**src/rtl/fcd_pkg.sv**
```systemverilog
package fcd_pkg;
  localparam int CMD_W = 8;

  localparam logic [CMD_W-1:0] B_UNLK1  = 8'hAA;
  localparam logic [CMD_W-1:0] B_UNLK2  = 8'h55;
  localparam logic [CMD_W-1:0] B_PROG   = 8'hA0;
  localparam logic [CMD_W-1:0] B_ASEL   = 8'h90;
  localparam logic [CMD_W-1:0] B_ERASE  = 8'h80;
  localparam logic [CMD_W-1:0] B_SECIN  = 8'h88;
  localparam logic [CMD_W-1:0] B_BYPIN  = 8'h20;
  localparam logic [CMD_W-1:0] B_RESET  = 8'hF0;
  localparam logic [CMD_W-1:0] B_CHIP   = 8'h10;
  localparam logic [CMD_W-1:0] B_SECT   = 8'h30;
  localparam logic [CMD_W-1:0] B_SUSP   = 8'hB0;
  localparam logic [CMD_W-1:0] B_QUERY  = 8'h98;
  localparam logic [CMD_W-1:0] B_ZERO   = 8'h00;

  typedef enum logic [1:0] {
    BASE_READ = 2'd0,
    BASE_ASEL = 2'd1,
    BASE_BYP  = 2'd2,
    BASE_CFI  = 2'd3
  } base_e;

  typedef enum logic [3:0] {
    EV_NONE, EV_RST, EV_ASEL, EV_CFI, EV_SECIN, EV_SECOUT,
    EV_BYPIN, EV_BYPOUT, EV_PROG, EV_CHIP, EV_SECT, EV_SUSP, EV_RESUME
  } event_e;

  typedef enum logic [2:0] {
    OP_NONE   = 3'd0,
    OP_PROG   = 3'd1,
    OP_CHIP   = 3'd2,
    OP_SECT   = 3'd3,
    OP_SUSP   = 3'd4,
    OP_RESUME = 3'd5
  } op_e;
endpackage

```
**src/rtl/fcd_unlock_match.sv**
```systemverilog
module fcd_unlock_match #(
  parameter int UNLK_W = 12,
  parameter int DATA_W = 8,
  parameter logic [UNLK_W-1:0] ADDR_PAT = '0,
  parameter logic [7:0] DATA_PAT = 8'h00
) (
  input  logic [UNLK_W-1:0] addr_lo,
  input  logic [DATA_W-1:0] data,
  output logic              hit
);
  assign hit = (addr_lo == ADDR_PAT) && (data[7:0] == DATA_PAT);
endmodule

```
**src/rtl/fcd_seq.sv**
```systemverilog
module fcd_seq
  import fcd_pkg::*;
#(
  parameter int ADDR_W = 22,
  parameter int DATA_W = 8,
  parameter int UNLK_W = 12
) (
  input  logic              clk,
  input  logic              rst_n,
  input  logic              wr_en,
  input  logic [ADDR_W-1:0] wr_addr,
  input  logic [DATA_W-1:0] wr_data,
  input  logic              busy,
  input  base_e             base,
  input  logic              susp,
  input  logic              secure,
  input  logic              sect_run,
  output event_e            ev
);
  typedef enum logic [3:0] {
    ST_IDLE, ST_U1, ST_CMD, ST_PGM, ST_E1, ST_E2, ST_E3,
    ST_BPGM, ST_BRST, ST_SX
  } st_e;

  st_e st, st_nxt;
  logic [1:0] hit;
  logic [CMD_W-1:0] cb;

  assign cb = wr_data[CMD_W-1:0];

  // hit[0]: first unlock write, hit[1]: second unlock write
  for (genvar g = 0; g < 2; g++) begin : g_unlk
    fcd_unlock_match #(
      .UNLK_W  (UNLK_W),
      .DATA_W  (DATA_W),
      .ADDR_PAT((g == 0) ? UNLK_W'(12'h555) : UNLK_W'(12'h2AA)),
      .DATA_PAT((g == 0) ? B_UNLK1 : B_UNLK2)
    ) i_match (
      .addr_lo(wr_addr[UNLK_W-1:0]),
      .data   (wr_data),
      .hit    (hit[g])
    );
  end

  always_comb begin
    st_nxt = st;
    ev     = EV_NONE;
    if (wr_en) begin
      if (busy) begin
        if (cb == B_SUSP && sect_run && !susp) begin
          ev     = EV_SUSP;
          st_nxt = ST_IDLE;
        end
      end else if (st != ST_PGM && st != ST_BPGM && cb == B_RESET) begin
        ev     = EV_RST;
        st_nxt = ST_IDLE;
      end else begin
        unique case (st)
          ST_IDLE: begin
            unique case (base)
              BASE_CFI: ;
              BASE_ASEL: if (cb == B_QUERY) ev = EV_CFI;
              BASE_BYP: begin
                if (cb == B_PROG)      st_nxt = ST_BPGM;
                else if (cb == B_ASEL) st_nxt = ST_BRST;
              end
              default: begin
                if (hit[0])                      st_nxt = ST_U1;
                else if (cb == B_QUERY && !susp) ev = EV_CFI;
                else if (cb == B_SECT && susp)   ev = EV_RESUME;
              end
            endcase
          end
          ST_U1:  st_nxt = hit[1] ? ST_CMD : ST_IDLE;
          ST_CMD: begin
            st_nxt = ST_IDLE;
            if (cb == B_PROG)                          st_nxt = ST_PGM;
            else if (cb == B_ASEL && secure)           st_nxt = ST_SX;
            else if (cb == B_ASEL)                     ev = EV_ASEL;
            else if (cb == B_ERASE && !susp)           st_nxt = ST_E1;
            else if (cb == B_SECIN && !susp && !secure) ev = EV_SECIN;
            else if (cb == B_BYPIN && !susp && !secure) ev = EV_BYPIN;
          end
          ST_PGM, ST_BPGM: begin
            ev     = EV_PROG;
            st_nxt = ST_IDLE;
          end
          ST_E1: st_nxt = hit[0] ? ST_E2 : ST_IDLE;
          ST_E2: st_nxt = hit[1] ? ST_E3 : ST_IDLE;
          ST_E3: begin
            st_nxt = ST_IDLE;
            if (cb == B_CHIP)      ev = EV_CHIP;
            else if (cb == B_SECT) ev = EV_SECT;
          end
          ST_BRST: begin
            st_nxt = ST_IDLE;
            if (cb == B_ZERO) ev = EV_BYPOUT;
          end
          ST_SX: begin
            st_nxt = ST_IDLE;
            if (cb == B_ZERO) ev = EV_SECOUT;
          end
          default: st_nxt = ST_IDLE;
        endcase
      end
    end
  end

  always_ff @(posedge clk) begin
    if (!rst_n) st <= ST_IDLE;
    else        st <= st_nxt;
  end


  reset_idle_chk: assert property (@(posedge clk) disable iff (!rst_n)
    (wr_en && !busy && cb == B_RESET && st != ST_PGM && st != ST_BPGM)
      |=> st == ST_IDLE);


  unlock_drop_chk: assert property (@(posedge clk) disable iff (!rst_n)
    (wr_en && !busy && st == ST_U1 && !hit[1]) |=> st == ST_IDLE);
endmodule

```
**src/rtl/fcd_mode.sv**
```systemverilog
module fcd_mode
  import fcd_pkg::*;
(
  input  logic   clk,
  input  logic   rst_n,
  input  event_e ev,
  output base_e  base,
  output logic   susp,
  output logic   secure,
  output logic   sect_run
);
  always_ff @(posedge clk) begin
    if (!rst_n) begin
      base     <= BASE_READ;
      susp     <= 1'b0;
      secure   <= 1'b0;
      sect_run <= 1'b0;
    end else begin
      unique case (ev)
        EV_RST:    if (base != BASE_BYP) base <= BASE_READ;
        EV_ASEL:   base <= BASE_ASEL;
        EV_CFI:    base <= BASE_CFI;
        EV_BYPIN:  base <= BASE_BYP;
        EV_BYPOUT: base <= BASE_READ;
        EV_SECIN:  secure <= 1'b1;
        EV_SECOUT: secure <= 1'b0;
        EV_SECT:   sect_run <= 1'b1;
        EV_CHIP:   sect_run <= 1'b0;
        EV_SUSP:   susp <= 1'b1;
        EV_RESUME: begin
          susp <= 1'b0;
          base <= BASE_READ;
        end
        default: ;
      endcase
    end
  end


  asel_entry_chk: assert property (@(posedge clk) disable iff (!rst_n)
    (base == BASE_ASEL && $past(base) != BASE_ASEL) |-> $past(ev) == EV_ASEL);
endmodule

```
**src/rtl/flash_cmd_decoder.sv**
```systemverilog
module flash_cmd_decoder
  import fcd_pkg::*;
#(
  parameter int ADDR_W = 22,
  parameter int DATA_W = 8,
  parameter int SECT_W = 6,
  parameter int UNLK_W = 12
) (
  input  logic              clk,
  input  logic              rst_n,
  input  logic              wr_en,
  input  logic [ADDR_W-1:0] wr_addr,
  input  logic [DATA_W-1:0] wr_data,
  input  logic              busy,
  output logic              mode_read,
  output logic              mode_autosel,
  output logic              mode_bypass,
  output logic              mode_cfi,
  output logic              mode_susp,
  output logic              mode_secure,
  output logic              op_valid,
  output logic [2:0]        op_kind,
  output logic [ADDR_W-1:0] op_addr,
  output logic [DATA_W-1:0] op_data,
  output logic [SECT_W-1:0] sector
);
  localparam int SECT_LSB = ADDR_W - SECT_W;

  event_e ev;
  base_e  base;
  logic   susp, secure, sect_run;
  op_e    kind_nxt;

  fcd_seq #(.ADDR_W(ADDR_W), .DATA_W(DATA_W), .UNLK_W(UNLK_W)) i_seq (
    .clk(clk), .rst_n(rst_n), .wr_en(wr_en), .wr_addr(wr_addr),
    .wr_data(wr_data), .busy(busy), .base(base), .susp(susp),
    .secure(secure), .sect_run(sect_run), .ev(ev)
  );

  fcd_mode i_mode (
    .clk(clk), .rst_n(rst_n), .ev(ev), .base(base), .susp(susp),
    .secure(secure), .sect_run(sect_run)
  );

  assign mode_read    = (base == BASE_READ) && !susp;
  assign mode_autosel = (base == BASE_ASEL);
  assign mode_bypass  = (base == BASE_BYP);
  assign mode_cfi     = (base == BASE_CFI);
  assign mode_susp    = susp;
  assign mode_secure  = secure;

  always_comb begin
    unique case (ev)
      EV_PROG:   kind_nxt = OP_PROG;
      EV_CHIP:   kind_nxt = OP_CHIP;
      EV_SECT:   kind_nxt = OP_SECT;
      EV_SUSP:   kind_nxt = OP_SUSP;
      EV_RESUME: kind_nxt = OP_RESUME;
      default:   kind_nxt = OP_NONE;
    endcase
  end

  always_ff @(posedge clk) begin
    if (!rst_n) begin
      op_valid <= 1'b0;
      op_kind  <= OP_NONE;
      op_addr  <= '0;
      op_data  <= '0;
      sector   <= '0;
    end else begin
      op_valid <= (kind_nxt != OP_NONE);
      if (kind_nxt != OP_NONE) begin
        op_kind <= kind_nxt;
        op_addr <= wr_addr;
        op_data <= wr_data;
      end
      if (kind_nxt == OP_SECT) sector <= wr_addr[ADDR_W-1:SECT_LSB];
    end
  end


  op_after_write_chk: assert property (@(posedge clk) disable iff (!rst_n)
    op_valid |-> $past(wr_en));


  mode_hold_chk: assert property (@(posedge clk) disable iff (!rst_n)
    !$past(wr_en) |-> $stable({mode_read, mode_autosel, mode_bypass,
                               mode_cfi, mode_susp, mode_secure}));


  busy_block_chk: assert property (@(posedge clk) disable iff (!rst_n)
    (wr_en && busy && wr_data[7:0] != B_SUSP) |=> !op_valid);


  susp_rise_chk: assert property (@(posedge clk) disable iff (!rst_n)
    $rose(mode_susp) |-> $past(busy && wr_en));


  sect_addr_chk: assert property (@(posedge clk) disable iff (!rst_n)
    (op_valid && op_kind == OP_SECT) |-> sector == $past(wr_addr[ADDR_W-1:SECT_LSB]));
endmodule

```
**config.mk**
```make
export PLATFORM = sky130hd
export DESIGN_NAME = flash_cmd_decoder
export DESIGN_NICKNAME = d
export VERILOG_FILES = /design/src/rtl/fcd_pkg.sv /design/src/rtl/fcd_unlock_match.sv /design/src/rtl/fcd_seq.sv /design/src/rtl/fcd_mode.sv /design/src/rtl/flash_cmd_decoder.sv
export SDC_FILE = /design/constraint.sdc
export NUM_CORES = 1
export LEC_CHECK = 0
export ABC_CLOCK_PERIOD_IN_PS = 5800
export BUFFER_PORTS_ARGS = -buffer_cell sky130_fd_sc_hd__buf_2
export CAP_MARGIN = 10
export CORE_MARGIN = 5
export CORE_UTILIZATION = 35
export DETAILED_ROUTE_END_ITERATION = 12
export SETUP_SLACK_MARGIN = 0.02
export SKIP_LAST_GASP = 1
export SLEW_MARGIN = 20
export SYNTH_ARGS = -nofsm -noshare
export SYNTH_HDL_FRONTEND = slang
export SYNTH_HIERARCHICAL = 1
export SYNTH_SLANG_ARGS = --single-unit
```
**constraint.sdc**
```tcl
create_clock -name clk -period 5.8 [get_ports clk]
set_input_delay 0.29 -clock clk [delete_from_list [all_inputs] [get_ports clk]]
set_output_delay 0.29 -clock clk [all_outputs]
set_load 0.05 [all_outputs]
```
==> results of run 1 <==
==> synthesized netlist by cell type (all sizes together) (5+ instances only) <==
| library cell | number |
|---|---|
| and4bb | 9 |
| buf | 11 |
| mux2i | 37 |
| nand2b | 5 |
| o21ai | 11 |
| a21oi | 6 |
| dfxtp | 49 |
| clkbuf | 11 |
| nand2 | 71 |
| inv | 9 |
| nor3 | 9 |
| nand3 | 7 |
| nor2 | 18 |
| nor2b | 13 |
| nand4 | 6 |
==> worst min path at each step <==
stage	endpoint	slack, ns	cells past startpoint
final	op_addr[15]	0.22	3
after global routing	op_addr[12]	0.21	3
after CTS	op_addr[15]	0.21	3
after detailed placement	op_addr[3]	0.45	2
after global placement	op_addr[14]	0.44	2
after floorplan	i_mode/secure	0.42	1
==> placed cells by master (no fill, tap or decap), types with 7 or more instances in the layout <==
master | Yosys | layout
and4bb_1 | 7 | 7
mux2i_1 | 37 | 37
inv_1 | 9 | 9
nand2_1 | 71 | 71
nor2b_1 | 12 | 12
dfxtp_1 | 49 | 49
nor3_1 | 9 | 9
o21ai_0 | 10 | 10
nand3_1 | 7 | 7
nor2_1 | 17 | 17
buf_2 | 0 | 79
==> worst register-to-register path: cells and delay by family (launching register included) <==
kind | cells | cell delay [ns]
flip-flops | 1 | 0.41
AND/OR/NAND/NOR | 3 | 1.32
AO/OA/AOI/OAI | 3 | 0.95
multiplexers | 1 | 0.24
==> cells by family after synthesis <==
family	after synthesis	share of synthesized area
buffers and inverters	32	0.0901
AO/OA/AOI/OAI	47	0.135
flip-flops	49	0.333
XOR/XNOR	1	0.00298
multiplexers	37	0.126
AND/OR/NAND/NOR	166	0.312
==> sequential cells by signal, indices dropped and copies added (netlist names) <==
name             count
op_valid             1
i_seq/st             4
op_data              8
op_addr             22
i_mode/secure        1
sector               6
op_kind              3
i_mode/sect_run      1
i_mode/susp          1
i_mode/base          2
==> power by group <==
part	total [mW]	switching [mW]	leakage, nW	internal, mW
Clock	0.251	0.123	0.0546	0.128
Combinational	0.126	0.0871	0.958	0.0394
Sequential	0.351	0.00563	0.397	0.345
Total	0.729	0.216	1.41	0.513
==> stage by stage <==
step                      utilization  cells  hold slack, ns
after CTS                       0.410    503           0.209
after detailed placement        0.397    496           0.447
after global placement          0.397    496           0.439
after global routing            0.411    503           0.206
final                           0.411    503           0.218
after floorplan                     -    332           0.423
==> final cells by class <==
cell class                      count  area, um2  share of cell area
Multi-Input combinational cell    251       1710               0.505
Sequential cell                    49        981               0.290
Clock inverter                      2       38.8              0.0115
Clock buffer                        5       68.8              0.0204
Tap cell                          105        131              0.0389
Timing Repair Buffer               82        418               0.124
Inverter                            9       33.8              0.0100
==> metal layers <==
layer  part of all wire  global-route usage
met2               0.44               0.238
met5                  0                   0
met4              0.023              0.0542
met1               0.46               0.201
met3              0.083              0.0296
==> summary by stage, run 1 <==
Worst hold path
The path class of the tightest hold or removal check is primary input to flip-flop. The startpoint identified for the worst hold timing path is wr_addr[15].

Setup path
The largest delay contributor family on the critical path is simple AND/OR/NAND/NOR gates. The startpoint identified for the worst register-to-register timing path is i_seq/st[2]. The termination of the worst setup path is op_addr[6]. The signal on the critical path passes through buf_2 -> nor4_1 -> nand4_1 -> or4_1 -> a41oi_2 -> o21ai_1 -> and2_2 -> mux2i_1. The type of the worst setup path is primary input to flip-flop. STA classifies the critical path startpoint as a primary input. The number of buffers and inverters on the critical path is 1. On the worst path, the slowest cell contributes a delay of 0.59 ns. The number of cells on the worst reg-to-reg path is 7. The data arrival time of the worst path is 3.24 ns.

The startpoint of the most critical setup path is wr_data[1]. The critical path's slowest cell is nor4_1. The critical path endpoint category is a flip-flop. The critical path runs through a total of 8 cells.

The capturing point of the worst reg2reg path is op_addr[6]. In this run the worst path has a maximum fanout of 30. In this run the register-to-register setup slack is 2.73 ns. For the worst setup path, the data required time is 5.96 ns.

Timing
In this run the tightest slew margin relative to its limit is 0.380. At the pin with the least slew margin, the transition time is 0.930 ns. The number of hold violations in the final report is 0. Adding up every negative setup slack in the final design gives 0 ns. Setup violations remaining at the end of the flow were counted as 0.

In the post-route analysis, the smallest setup slack over all paths is 2.72 ns. The maximum frequency from static timing analysis is 0.324 GHz. Setup repair after global routing left no endpoint under its margin. The share of the clock period used by the worst path is 0.532. Clock skew on the completed layout was measured at 0.00909 ns. The clock period minus final worst setup slack is 3.08 ns. The number of pins exceeding their max-slew limit in the final report came to 0.

Pwr
In this run the power density over the cells is 216 mW/mm2. Summed over all cells, the static leakage comes to 1.41 nW. Across the VDD grid, the largest voltage drop is 0.0905 mV.

Power comes to 729 uW.

GRT
The first-pass GRT wire length is around 12,000 um. The number of global-route vias before repair is ~2,500. In the global route stage, overall resource usage came out at 0.150.

The maximum number of pins on one net before global-route repair is 81. For this run the aggregate overflow at the end of global routing stands at 0. The number of antenna violations at the first check in global routing is 0.

Flow run
The number of max-cap violations is 0.

Route
The first detailed-routing pass ran for 4 iterations. The detail route stage leaves a number of antenna-violating nets equal to 0. The via density per instance is 5.34.

The DRC violations left is 0. The starting DRC count in detailed routing is approximately 170. The detailed-route wire length per cell is 15.1 um. The routed layout has ~2,700 vias.

After detailed routing, the total wire length is 7620 um.

Place
Once detailed placement completed, the half-perimeter wirelength came to 5500 um. At the end of routability-driven placement, the weighted congestion stood at 0.899. In this run the tool buffered the top-level ports with 79 buffer cells. The pre-CTS setup slack is 2.06 ns. The instance area after placement is ~0.0033 mm2.

Yosys
The synthesized netlist occupies a cell area of 0.00294 mm2. After synthesis, the mean cell area works out to 8.86 um2. The synthesized instance count is roughly 330. The register bit total from synthesis is 49.

During synthesis, Yosys emitted a total of 6 warnings. The number of flops mapped to enable cells by yosys is 0. The netlist uses 60 different library cells.

The sequential cell area fraction in the yosys report is 0.333. The most area-hungry cell type in the Yosys netlist is dfxtp_1. In the synthesized netlist the async set-or-reset flop fraction comes to 0.

For this run, the leading register cell type out of synthesis is dfxtp_1. In the post-synthesis netlist, the biggest area contributors are dfxtp_1, mux2i_1, nand2_1. The area share of the largest cell type after synthesis is 0.333. The total nets after synthesis is ~370.

Clock network
TritonCTS created 5 clock buffers. After clock tree synthesis, the clock-pin slew on the worst setup and hold paths is 0.09 ns. The number of buffers on the longest clock path is 2. CTS built an H-tree with a depth of 2. The post-CTS setup-driven buffer insertion count is 0. The CTS root buffer is clkbuf_8. The TritonCTS clock tree is done. For the worst-skew pair, the clock arrives at the later sink with an insertion delay of 0.31 ns. The count of hold buffers inserted by post-cts repair is 0. After clock tree synthesis, the repair step resized 0 gates. CTS saw 49 sinks.

Cells and area
Counting the fill cells in the layout gives 828. The design area is 0.00338 mm2. From synthesis to final layout, the design area changed by 14.8%. At the end of the flow, the number of nets in the layout was 432.

The share of post-route cells with drive strength above 1 is 0.269. 0 antenna diodes ended up in the layout.

Floorplanning
The die is approximately 100 um tall. The core outline area is 0.00822 mm2. Pin placement for this block handled 80 I/O pins. The cell row count is 33. The x dimension of the die is 102 um.

The initial utilization of the core area, before any placement, comes to 0.358. The die covers 0.0103 mm2.

Run status
The run finished with clean final reports.
No activity file was read; power rests on OpenSTA's default activity.
==> run 2, diff against run 1 <==
--- a/config.mk
+++ b/config.mk
@@ -5,7 +5,8 @@
 export SDC_FILE = /design/constraint.sdc
 export NUM_CORES = 1
 export LEC_CHECK = 0
-export ABC_CLOCK_PERIOD_IN_PS = 5800
+export ABC_AREA = 1
+export ABC_CLOCK_PERIOD_IN_PS = 2700
 export BUFFER_PORTS_ARGS = -buffer_cell sky130_fd_sc_hd__buf_2
 export CAP_MARGIN = 10
 export CORE_MARGIN = 5
==> constraint.sdc (replaced) <==
create_clock -name clk -period 2.7 [get_ports clk]
set_input_delay 0.135 -clock clk [delete_from_list [all_inputs] [get_ports clk]]
set_output_delay 0.135 -clock clk [all_outputs]
set_load 0.05 [all_outputs]
==> summary by stage, run 2 <==
Pwr
The total power density per cell area is 449 mW/mm2 (+110%). The reported leakage power is 2.01 nW (+43%). The maximum vdd ir drop is 0.190 mV (+110%).

Timing
The worst relative slew slack was 0.607 (+0.227). The number of hold violations in the final report is 0 (unchanged). The worst-case setup margin in the final layout is 0.295 ns (-2.42 ns). The final number of setup-violating endpoints is 0 (unchanged). The share of the clock period used by the worst path is 0.891. The number of pins exceeding their max-slew limit in the final report is 0 (unchanged). The final total negative setup slack is 0 ns (unchanged). Static timing analysis puts the maximum clock frequency at 0.416 GHz. The transition time at the pin with the least slew margin is 0.582 ns (-0.348 ns). Setup repair after global routing left no endpoint under its margin. The clock tree skew after final layout is 0.0169 ns (+0.00780 ns). The clock period minus final worst setup slack is around 2.4 ns.

Place
The pre-CTS setup slack is 0.162 ns (-1.90 ns). The number of buffer cells added on primary ports is 79 (unchanged). The instance area after placement is 0.00362 mm2 (+11%). The estimated wirelength of the detail-placed design is 6620 um (+20%). The number of instances in the placed design was 695 (+40%). The final RePlAce weighted congestion was 0.898 (about the same).

Setup path
The largest fanout of any net on the critical path came to 16 (-47%). The worst setup path is captured at a flip-flop. The data arrival time of the worst path came to 2.67 ns (-0.57 ns). By startpoint and endpoint, the worst setup path is classified as flip-flop to flip-flop.

The required time at the endpoint of the critical path is 2.96 ns (-3.00 ns). STA classifies the critical path startpoint as a flip-flop.

Route
The number of nets still failing antenna checks after routing was 0 (unchanged). The detailed-route wire length per cell is 12.0 um (-21%). The via density per instance is 4.61 (-14%). The number of detailed-routing iterations run before antenna repair is 5 (+1). The DRC violations left is 0 (unchanged).

The starting DRC count in detailed routing came to 133 (-23%). The via total after detailed routing is 3,238 (+21%). The total detailed-routing wirelength was 8450 um (+11%).

Clock network
The post-CTS setup-driven buffer insertion count was 0 (unchanged). The number of buffers created by CTS was 5 (unchanged). The CTS root buffer is clkbuf_8. The clock net sink count was 49 (unchanged).

The clock transition time at the flip-flop clock pins of the worst setup and hold paths is 0.11 ns (+0.02 ns). The clock insertion delay at the later pin of the skew report came to 0.31 ns (about the same). The maximum level of the CTS H-tree is 2 (unchanged).

The TritonCTS clock tree is done. The number of buffers on the longest clock path is 2 (unchanged).

Cells and area
The flip-flop count of the largest register, all copies and words added is 22 (unchanged). The post-route non-filler standard cell count came to 703 (+40%). The register name with the most flops is op_addr. The share of post-route cells with drive strength above 1 is 0.244 (-0.0251).

The area occupied by multi-input gates is 0.00167 mm2 (-2.1%). The synthesis-to-layout area growth is 21.8%. The count of filler cells inserted in the layout is 961 (+16%).

The antenna cell count is 0 (unchanged). The largest registers in the layout are op_addr x22, op_data x8, sector x6. The design area came to 0.00373 mm2 (+10%).

The register area is 981 um2 (unchanged). Leaving out fill and tap cells, the most frequent cells in the layout are nor2_1, nand2_1, inv_1, buf_2, nand3_1. The commonest non-fill, non-tap cell in the layout is nor2_1. The net total in the final layout is 628 (+45%).

Run status
The flow ran to the end, and the final reports show no timing, DRC or antenna violations.

Yosys
The mean area per synthesized cell is 6.01 um2 (-32%). The number of flops mapped to enable cells by yosys was 0 (unchanged). In the synthesized netlist, the cells that appear most often are nor2_1, nand2_1, inv_1. The synthesized instance count was 510 (+54%). The number of warnings reported in the yosys synthesis log is 6 (unchanged).

The mapped cell area came to 0.00306 mm2 (+4.1%). The most area-hungry cell type in the Yosys netlist is dfxtp_1. The area share of the largest cell type after synthesis came to 0.320 (-0.0132). The total nets after synthesis is 544 (+49%). The count of unique library cells instantiated by Yosys is 29 (-52%). In the post-synthesis netlist, the biggest area contributors are dfxtp_1, nor2_1, nand2_1. The dominant register cell in the synthesized netlist is dfxtp_1. The sequential cell area fraction in the yosys report was 0.320 (-0.0132). The share of synthesized registers carrying an async set or reset is 0 (unchanged).

Yosys instantiated no cell more often than nor2_1. The register bit total from synthesis came to 49 (unchanged).

Floorplanning
The full die area is 0.0107 mm2 (+3.7%). The height of the chip is 104 um (+1.8%). The core outline area came to 0.00864 mm2 (+5.1%). The starting density of the core was 0.355 (-0.00333). The cell row count is 34 (+3.0%). The count of pins on the block boundary was 80 (unchanged). The x dimension of the die is 104 um (+1.8%).

GRT
The number of antenna violations at the first check in global routing was 0 (unchanged). The first-pass GRT wire length was 14,000 um (+13%). The maximum number of pins on one net before global-route repair was 32 (-60%). The number of global-route vias before repair was 3,088 (+24%). The total global routing overflow is 0 (unchanged). The total global-route track usage is 0.153 (+0.00386).

Worst hold path
The worst hold path class is primary input to flip-flop.

Flow run
The number of max-cap violations is 0 (unchanged).
run 2: cell count changes after synthesis, moves of 7 or more:
cell	change
mux2i_1	-37
nor2_1	+96
nor2b_1	-12
inv_1	+70
inv_2	+8
nand3_1	+52
buf_2	+8
nand2_1	+37
and4bb_1	-7
nor2_2	+11
run 2: final cells by class:
class                           instances  share of cell area
Multi-Input combinational cell        359               0.447
Clock buffer                            5              0.0184
Inverter                               88              0.0892
Sequential cell                        49               0.263
Clock inverter                          3             0.00905
Timing Repair Buffer                   91               0.137
Tap cell                              108              0.0362
run 2: worst max-delay path: stages (launching register included):
cell,delay (ns)
dfxtp_1,0.39
inv_2,0.14
nand2_2,0.11
nor3_2,0.22
nand2_1,0.08
a21oi_1,0.12
nor3b_1,0.06
a21oi_1,0.39
nand2_1,0.13
buf_4,0.21
nor2_1,0.27
o21ai_0,0.13
nor2_1,0.10
run 2: path summary, 6_finish.rpt:
| check | startpoint | end | depth (start not counted) | slack [ns] |
|---|---|---|---|---|
| worst max-delay path | i_seq/st[3] | sector[1] | 12 | 0.29 |
| worst max register to register | i_seq/st[3] | sector[1] | 12 | 0.29 |
| worst min register to register | i_mode/sect_run | i_mode/sect_run | 2 | 0.47 |
| worst min-delay path | wr_addr[12] | op_addr[12] | 3 | 0.04 |
run 2: through the flow:
step	utilization	hold slack, ns	total power, mW
after floorplan	-	0.255	1.09
after global placement	0.420	0.357	1.22
after detailed placement	0.420	0.365	1.22
after CTS	0.432	0.0232	1.71
after global routing	0.432	0.0546	1.77
final	0.432	0.0353	1.68
run 2: kinds of logic after synthesis:
| kind of cell | count (synthesis) | synth area share |
|---|---|---|
| AOI/OAI and AO/OA | 30 | 0.0559 |
| and+or+nand+nor | 329 | 0.488 |
| buffers and inverters | 102 | 0.136 |
| DFF | 49 | 0.320 |
run 2: power breakdown:
part	switching, mW	leakage [nW]	internal [mW]	total [mW]
clock network	0.281	0.0511	0.194	0.475
logic	0.300	1.56	0.120	0.420
registers	0.0233	0.400	0.757	0.781
run 2: routing by layer:
layer	routed length, um	vias to the layer above	track usage
met5	0	-	0
met4	93	0	0.0366
met3	402	11	0.0348
met2	3970	75	0.258
met1	3980	1423	0.199
li1	-	1729	-
run 2: what timing repair did:
action / CTS / global route
hold buffers: 0 / 0
resized for setup: 0 / 1
endpoints found under the setup margin: 0 / 8
